===== src/rtl/region_guard_pkg.sv =====
package region_guard_pkg;
  localparam int ADDR_W       = 32;
  localparam int PAGE_LSB     = 20;
  localparam int PAGE_W       = ADDR_W - PAGE_LSB;
  localparam int NUM_WIN      = 8;
  localparam int WIN_IDX_W    = $clog2(NUM_WIN);
  localparam int BIT_DENY_ALL = 16;
  localparam int BIT_DENY_WR  = 17;
  localparam int BIT_DENY_BLK = 18;

  typedef struct packed {
    logic [PAGE_W-1:0] loPage;
    logic [PAGE_W-1:0] hiPage;
    logic              denyAll;
    logic              denyWr;
    logic              denyBlk;
  } winCfg_t;

  typedef struct packed {
    logic                 wrLow;
    logic                 wrHigh;
    logic [WIN_IDX_W-1:0] idx;
    logic                 capture;
    logic                 isWrite;
    logic                 isBlkRead;
    logic                 isTT;
  } ctlStrobe_t;
endpackage


===== src/rtl/rg_ctrl.sv =====
module rg_ctrl
  import region_guard_pkg::*;
(
  input  logic                 cfgWrEn,
  input  logic                 cfgWrHigh,
  input  logic [WIN_IDX_W-1:0] cfgWrIdx,
  input  logic                 reqValid,
  input  logic                 reqWrite,
  input  logic                 reqBurst,
  input  logic                 reqRegSpace,
  output ctlStrobe_t           stb
);
  always_comb begin
    stb           = '0;
    stb.wrLow     = cfgWrEn && !cfgWrHigh;
    stb.wrHigh    = cfgWrEn && cfgWrHigh;
    stb.idx       = cfgWrIdx;
    stb.capture   = reqValid;
    stb.isWrite   = reqValid && reqWrite;
    stb.isBlkRead = reqValid && reqBurst && !reqWrite;
    stb.isTT      = reqValid && reqBurst && reqRegSpace;
  end
endmodule


===== src/rtl/rg_datapath.sv =====
module rg_datapath
  import region_guard_pkg::*;
(
  input  logic              clk,
  input  logic              rstN,
  input  ctlStrobe_t        stb,
  input  logic [ADDR_W-1:0] cfgWrData,
  input  logic [ADDR_W-1:0] reqAddr,
  output logic              rspValid,
  output logic              accViol,
  output logic              wrViol,
  output logic              cacheViol,
  output logic              ttViol
);
  winCfg_t             win [NUM_WIN];
  logic [NUM_WIN-1:0]  hitMask;
  logic [NUM_WIN-1:0]  allMask, wrMask, blkMask;
  logic [PAGE_W-1:0]   reqPage;

  assign reqPage = reqAddr[ADDR_W-1:PAGE_LSB];

  for (genvar w = 0; w < NUM_WIN; w++) begin : g_win
    always_ff @(posedge clk) begin
      if (!rstN) begin
        win[w] <= '0;
      end else if (stb.wrLow && stb.idx == WIN_IDX_W'(w)) begin
        win[w].loPage  <= cfgWrData[PAGE_W-1:0];
        win[w].denyAll <= cfgWrData[BIT_DENY_ALL];
        win[w].denyWr  <= cfgWrData[BIT_DENY_WR];
        win[w].denyBlk <= cfgWrData[BIT_DENY_BLK];
      end else if (stb.wrHigh && stb.idx == WIN_IDX_W'(w)) begin
        win[w].hiPage  <= cfgWrData[PAGE_W-1:0];
      end
    end

    assign hitMask[w] = (reqPage >= win[w].loPage) && (reqPage <= win[w].hiPage);
    assign allMask[w] = hitMask[w] && win[w].denyAll;
    assign wrMask[w]  = hitMask[w] && win[w].denyWr;
    assign blkMask[w] = hitMask[w] && win[w].denyBlk;
  end

  always_ff @(posedge clk) begin
    if (!rstN) begin
      rspValid  <= 1'b0;
      accViol   <= 1'b0;
      wrViol    <= 1'b0;
      cacheViol <= 1'b0;
      ttViol    <= 1'b0;
    end else begin
      rspValid  <= stb.capture;
      accViol   <= stb.capture && (|allMask);
      wrViol    <= stb.isWrite && (|wrMask);
      cacheViol <= stb.isBlkRead && (|blkMask);
      ttViol    <= stb.isTT;
    end
  end

  // no flag without a response
  a_r2_idle_quiet: assert property (@(posedge clk) disable iff (!rstN)
    !rspValid |-> !(accViol || wrViol || cacheViol || ttViol));
  // a window flag needs a hit in the request cycle
  a_r4_flag_needs_hit: assert property (@(posedge clk) disable iff (!rstN)
    (accViol || wrViol || cacheViol) |-> $past(|hitMask));
  // write protection only fires for writes
  a_r5_wr_only_writes: assert property (@(posedge clk) disable iff (!rstN)
    wrViol |-> $past(stb.isWrite));
  // cache protection only fires for block reads
  a_r6_blk_only_reads: assert property (@(posedge clk) disable iff (!rstN)
    cacheViol |-> $past(stb.isBlkRead));
  // transfer-type flag needs a burst
  a_r7_tt_needs_burst: assert property (@(posedge clk) disable iff (!rstN)
    ttViol |-> $past(stb.isTT));
endmodule


===== src/rtl/region_guard.sv =====
module region_guard
  import region_guard_pkg::*;
(
  input  logic                 clk,
  input  logic                 rstN,
  input  logic                 cfgWrEn,
  input  logic                 cfgWrHigh,
  input  logic [WIN_IDX_W-1:0] cfgWrIdx,
  input  logic [ADDR_W-1:0]    cfgWrData,
  input  logic                 reqValid,
  input  logic [ADDR_W-1:0]    reqAddr,
  input  logic                 reqWrite,
  input  logic                 reqBurst,
  input  logic                 reqRegSpace,
  output logic                 rspValid,
  output logic                 accViol,
  output logic                 wrViol,
  output logic                 cacheViol,
  output logic                 ttViol
);
  ctlStrobe_t stb;

  rg_ctrl u_ctrl (
    .cfgWrEn     (cfgWrEn),
    .cfgWrHigh   (cfgWrHigh),
    .cfgWrIdx    (cfgWrIdx),
    .reqValid    (reqValid),
    .reqWrite    (reqWrite),
    .reqBurst    (reqBurst),
    .reqRegSpace (reqRegSpace),
    .stb         (stb)
  );

  rg_datapath u_dp (
    .clk       (clk),
    .rstN      (rstN),
    .stb       (stb),
    .cfgWrData (cfgWrData),
    .reqAddr   (reqAddr),
    .rspValid  (rspValid),
    .accViol   (accViol),
    .wrViol    (wrViol),
    .cacheViol (cacheViol),
    .ttViol    (ttViol)
  );

  // a request is always answered on the next cycle
  a_r2_rsp_after_req: assert property (@(posedge clk) disable iff (!rstN)
    reqValid |=> rspValid);
endmodule


===== config.mk =====
export PLATFORM = sky130hd
export DESIGN_NAME = region_guard
export DESIGN_NICKNAME = d
export VERILOG_FILES = /design/src/rtl/region_guard_pkg.sv /design/src/rtl/rg_ctrl.sv /design/src/rtl/rg_datapath.sv /design/src/rtl/region_guard.sv
export SDC_FILE = /design/constraint.sdc
export NUM_CORES = 1
export LEC_CHECK = 0
export BUFFER_PORTS_ARGS = -buffer_cell sky130_fd_sc_hd__buf_2
export CAP_MARGIN = 20
export CORE_ASPECT_RATIO = 1.1
export CORE_MARGIN = 2
export CORE_UTILIZATION = 35
export DETAILED_ROUTE_END_ITERATION = 8
export PLACE_DENSITY = 0.61
export SETUP_SLACK_MARGIN = 0.15
export SYNTH_ARGS = -nofsm -noshare
export SYNTH_HDL_FRONTEND = slang
export SYNTH_SLANG_ARGS = --single-unit

===== constraint.sdc =====
create_clock -name clk -period 4.45 [get_ports clk]
set_input_delay 0.89 -clock clk [delete_from_list [all_inputs] [get_ports clk]]
set_output_delay 0.89 -clock clk [all_outputs]
set_load 0.02 [all_outputs]

==> results of run 1 <==
-- synthesized netlist by cell type (all sizes together), types with 3 or more instances --
master   instances  area, µm²
a211oi           5      37.54
and4             3      26.28
a21o            20      152.7
nand3           20      100.1
a222oi           4      40.04
edfxtp         216       6486
a21oi           63      315.3
nor2            27      101.4
nor2b           13      81.33
inv            180      675.7
a31oi            5      31.28
o21a             4      30.03
nand2           32      120.1
dfxtp            5      100.1
ha             192       2402
o21ai           34      170.2
o211ai           6      45.04
clkbuf          31      116.4
o32ai            3      26.28
nand2b          10      77.58
and2           218       1364
nor3            10      50.05
a2111oi          9      147.6
nand4           34      212.7
-- routing by layer --
layer	routed length [µm]	part of all wire, %	track usage, %
met5	0	0	0
met1	13020	40	19.44
met4	1139	3.5	6.331
met2	17240	53	31.79
met3	1291	3.9	1.691
-- worst paths after layout --
kind | endpoint | slack, ps | cells past startpoint
worst max-delay path | u_dp.accViol | 1320 | 11
worst min-delay path | u_dp.cacheViol | 550 | 2
worst max register to register | u_dp.cacheViol | 1870 | 7
worst min register to register | u_dp.wrViol | 590 | 2
-- critical path: stages --
cell and delay [ps]:
buf_2 100, inv_1 350, buf_4 270, ha_1 250
nand2b_4 150, a2111oi_4 350, nor4_1 110, a2111oi_2 410
a31oi_1 200, a222oi_1 290, a31oi_1 140
-- layout make-up --
cell class / count / area, µm²
fill: 3518 / 22340
sequential: 221 / 6586
multi-input combinational: 741 / 5803
inverter: 180 / 675.6
clock buffer: 30 / 621.8
tap: 494 / 618.1
timing repair buffer: 67 / 397.9
clock inverter: 12 / 83.83
-- metrics by stage --
stage	cell area, µm²	instances	setup WS [ps]	power, mW
2_1_floorplan	13180	1173	1514	2.893
3_3_place_gp	14050	1699	756.2	3.137
3_5_place_dp	14060	1700	720.5	3.168
4_1_cts	14760	1742	1256	4.992
5_1_grt	14790	1745	1152	5.166
6_report	14790	1745	1324	4.955
-- state kept, by name (all words and copies together) (netlist names) --
signal and cells:
u_dp.accViol 1, u_dp.ttViol 1, u_dp.rspValid 1, u_dp.wrViol 1, u_dp.win 216, u_dp.cacheViol 1
-- cell families (layout without fill, tap and decap cells) --
family                   after synthesis  count (layout)
adder cells (fa/ha/maj)              192             192
buffers and inverters                211             289
AND/OR/NAND/NOR                      377             377
AO/OA/AOI/OAI                        172             172
flip-flops                           221             221
-- power by group through the flow --
stage | Sequential (mW) | Combinational [mW] | Clock [mW]
6_report | 2.44 | 0.681 | 1.84
5_1_grt | 2.45 | 0.772 | 1.94
4_1_cts | 2.44 | 0.689 | 1.86
3_5_place_dp | 2.48 | 0.685 | 0
3_3_place_gp | 2.48 | 0.658 | 0
2_1_floorplan | 2.48 | 0.415 | 0
==> metrics.md, run 1 <==
| Metric | Value |
|---|---|
| Post-synth cell types | 49 |
| Final min period | 3126 ps |
| Clock buffer depth | 3 |
| Critical path startpoint | reqAddr[20] |
| CTS tree | built |
| Sequential fraction of design power | 49.2% |
| Seq cells post-synth | 221 |
| PwrDens | 335.1 nW/µm² |
| Setup-failing EPs final | 0 |
| Die width | 189.0 µm |
| Core area | 37130 µm² |
| Share of layout cells above drive strength 1 | 9.353% |
| Max Cap Viol | 0 |
| Starting DRC count in detailed routing | 508 |
| Setup tns final | 0 ps |
| Critical Path End Type | flop |
| Setup Crit Path Kind | in2reg |
| HP Class | in2reg |
| Clock Latency Late Sink | 530 ps |
| Final Skew | 22.69 ps |
| Cell leakage power | 6.458 nW |
| Worst path arrival time | 3500 ps |
| Area share of fa/ha/maj cells after synthesis | 18.22% |
| Mean area per synthesized cell | 11.24 µm² |
| Commonest non-fill, non-tap cell in the layout | and2_1 |
| Via count | 8670 |
| Final Slew Violations | 0 |
| Clk slew on worst S/H paths | 60 ps |
| HP Start | reqWrite |
| Starting Density | 35.50% |
| CTS root buf | clkbuf_16 |
| Ant diodes | 0 |
| GP Congestion | 0.8061 |
| CP Max Fanout | 8 |
| GRT Total Usage | 16.85% |
| Status | completed |
| Area growth syn-to-layout | 12.18% |
| Internal | 3.698 mW |
| FFs w/ async S/R, synth | 0% |
| Number of global-route vias before repair | 8578 |
| Final HPWL DP | 21580 µm |
| Slew @ Worst Pin | 984.6 ps |
| Achievable Freq | 0.3199 GHz |
| Post-Synth Simple-Gate Area | 16.75% |
| Sw Share | 25.37% |
| Number of buffers inserted by hold repair at cts | 0 |
| Main combinational cell family by area after synthesis | adder cells |
| Required time worst endpoint | 4820 ps |
| Maximum VDD drop | 0.2381 mV |
| Buffers on Ports | 42 |
| Complex-gate fraction of the synthesized area | 9.046% |
| Clock tree sinks | 221 |
| IO Pins | 80 |
| Initial antenna violation count | 0 |
| Logic pwr share | 13.7% |
| Period utilization | 70.25% |
| Hold Slack | 553.3 ps |
| Synthesized Nets | 1440 |
| Post-cts resize count | 0 |
| Die Area | 39230 µm² |
| WL final | 32690 µm |
| Total grt overflow | 0 |
| Wirelength per Cell | 18.73 µm |
| Setup Buffers After CTS | 0 |
| Clock power share | 37.1% |
| Mapped cell area | 13180 µm² |
| Post-synthesis xor/xnor area fraction | 0% |
| Final nets | 1501 |
| Final Util | 39.83% |
| EDFF count, synth | 216 |
| Post-synth top flop | edfxtp_1 |
| Die height | 207.5 µm |
| Sequential-to-total area share from yosys stat | 49.97% |
| Max H-tree Level | 1 |
| DRC viols | 0 |
| Largest net degree at the start of global routing | 21 |
| Mapped Cells | 1173 |
| Syn. warnings | 0 |
| Antenna Nets Post-Route | 0 |
| # rows | 74 |
| Most frequent cells in the layout | 218 x and2_1, 216 x edfxtp_1, 192 x ha_1, 180 x inv_1, 63 x a21oi_1 |
| RSZ-0062 raised after global routing | no |
| Drt pass-1 iters | 5 |
| NetSw | 1.257 mW |
| Mux cell area share after synthesis | 0% |
| Crit path launch type | input port |
| Total CTS buffers | 23 |
| Slew HR | 33.92% |
| RR Startpoint | u_dp.win[0][96] |
| Global-route wire length before repair | 49470 µm |
| Via density | 4.968 |
| Final hold vios | 0 |
Power figures use the tool's default switching activity.
==> run 2: changes to the inputs <==
clock period = 2.95 ns   (was 4.45 ns; I/O delays follow)
==> metrics.md, run 2 (synthesized netlist as in run 1, its figures left out) <==
| Metric | Value |
|---|---|
| CP Max Fanout | 4 |
| Via density | 5.041 |
| Internal | 5.914 mW |
| DRC viols | 0 |
| Total grt overflow | 0 |
| GP Congestion | 0.8054 |
| Share of layout cells above drive strength 1 | 12.57% |
| WL final | 33850 µm |
| Finished Layout Cells | 1783 |
| Slew @ Worst Pin | 692.4 ps |
| Clock Latency Late Sink | 530 ps |
| Design Power | 7.912 mW |
| Via count | 8988 |
| RSZ-0062 raised after global routing | no |
| Clock power share | 39.7% |
| Ant diodes | 0 |
| Buffers on Ports | 42 |
| PwrDens | 518.5 nW/µm² |
| Commonest non-fill, non-tap cell in the layout | and2_1 |
| Core area | 37130 µm² |
| Top reg by flops | u_dp.win |
| Clock buffer depth | 3 |
| Dpl cells | 1739 |
| Critical Path End Type | flop |
| Global-route wire length before repair | 52300 µm |
| Clock tree sinks | 221 |
| Status | completed |
| Slew HR | 53.67% |
| # rows | 74 |
| Sw Share | 25.25% |
| Logic pwr share | 13.8% |
| Setup Buffers After CTS | 0 |
| Period utilization | 89.86% |
| Area of the multi-input gates | 5804 µm² |
| Area growth syn-to-layout | 15.77% |
| Final Slew Violations | 0 |
| NetSw | 1.998 mW |
| Max reg flops | 216 |
| Final Skew | 12.47 ps |
| Drt pass-1 iters | 5 |
| Crit path launch type | input port |
| Die height | 207.5 µm |
| Total CTS buffers | 24 |
| Starting DRC count in detailed routing | 450 |
| CTS root buf | clkbuf_16 |
| Clk slew on worst S/H paths | 60 ps |
| Antenna Nets Post-Route | 0 |
| Setup Crit Path Kind | in2reg |
| Max H-tree Level | 1 |
| Fill cells | 3516 |
| Worst path arrival time | 3040 ps |
| Die Area | 39230 µm² |
| Most frequent cells in the layout | 218 x and2_1, 216 x edfxtp_1, 192 x ha_1, 180 x inv_1, 63 x a21oi_1 |
| Final nets | 1538 |
| Number of global-route vias before repair | 9188 |
| Wirelength per Cell | 18.99 µm |
| Achievable Freq | 0.3772 GHz |
| Register Area | 6586 µm² |
| Maximum VDD drop | 0.4550 mV |
| Required time worst endpoint | 3340 ps |
| Final min period | 2651 ps |
| IO Pins | 80 |
| Initial antenna violation count | 1 |
| Die width | 189.0 µm |
| Sequential fraction of design power | 46.5% |
| Number of buffers inserted by hold repair at cts | 0 |
| Setup-failing EPs final | 0 |
| Largest net degree at the start of global routing | 21 |
| CTS tree | built |
| Final hold vios | 0 |
| Final HPWL DP | 22950 µm |
| Cell leakage power | 6.724 nW |
| Max Cap Viol | 0 |
| Post-cts resize count | 0 |
| Starting Density | 35.50% |
| GRT Total Usage | 17.53% |
| HP Class | in2reg |
-- run 2: per-stage QoR --
step | worst slack (ps) | cell area, µm² | setup TNS, ps | hold WS (ps) | utilization [%]
final | 299.1 | 15260 | 0 | 245.2 | 41.10
after CTS | 228.2 | 15260 | 0 | 225.2 | 41.10
after detailed placement | -312.6 | 14440 | -850.1 | 530.0 | 38.89
after global placement | -272.0 | 14440 | -743.2 | 523.7 | 38.89
after global routing | 216.7 | 15260 | 0 | 241.7 | 41.10
after floorplan | 314.1 | 13180 | 0 | 488.3 | -
-- run 2: area by class of cell --
type	instances	share of cell area, %
Sequential cell	221	43.16
Multi-Input combinational cell	741	38.04
Timing Repair Buffer	103	4.952
Inverter	180	4.428
Clock buffer	29	4.329
Tap cell	494	4.051
Clock inverter	15	1.041
-- run 2: worst paths after layout --
path	start	end	slack, ps	cells past startpoint
max	reqAddr[20]	u_dp.accViol	300	11
min	reqWrite	u_dp.cacheViol	250	2
max reg2reg	u_dp.win[0][42]	u_dp.accViol	390	8
min reg2reg	u_dp.win[0][27]	u_dp.cacheViol	530	2
-- run 2: power groups by stage --
stage               registers, mW  logic (mW)  clock network (mW)
finish                       3.68        1.09                3.14
floorplan                    3.74       0.625                   0
global placement             3.74        1.05                   0
detailed placement           3.75        1.10                   0
CTS                          3.68        1.10                3.20
global route                 3.69        1.23                3.32
-- run 2: worst max-delay path, cell delays in order --
cell and delay (ps):
buf_2 100, inv_1 200, buf_12 150, ha_1 220
nand2b_4 150, a2111oi_4 350, nor4_1 100, a2111oi_2 530
a31oi_1 240, a222oi_1 280, a31oi_1 120
-- run 2: routing by layer --
layer,vias up,global-route usage (%),routed length (µm)
met3,75,1.623,1104
met2,171,33.38,17920
met5,-,0,0
met4,0,6.034,1117
li1,4320,-,-
met1,4422,20.28,13710
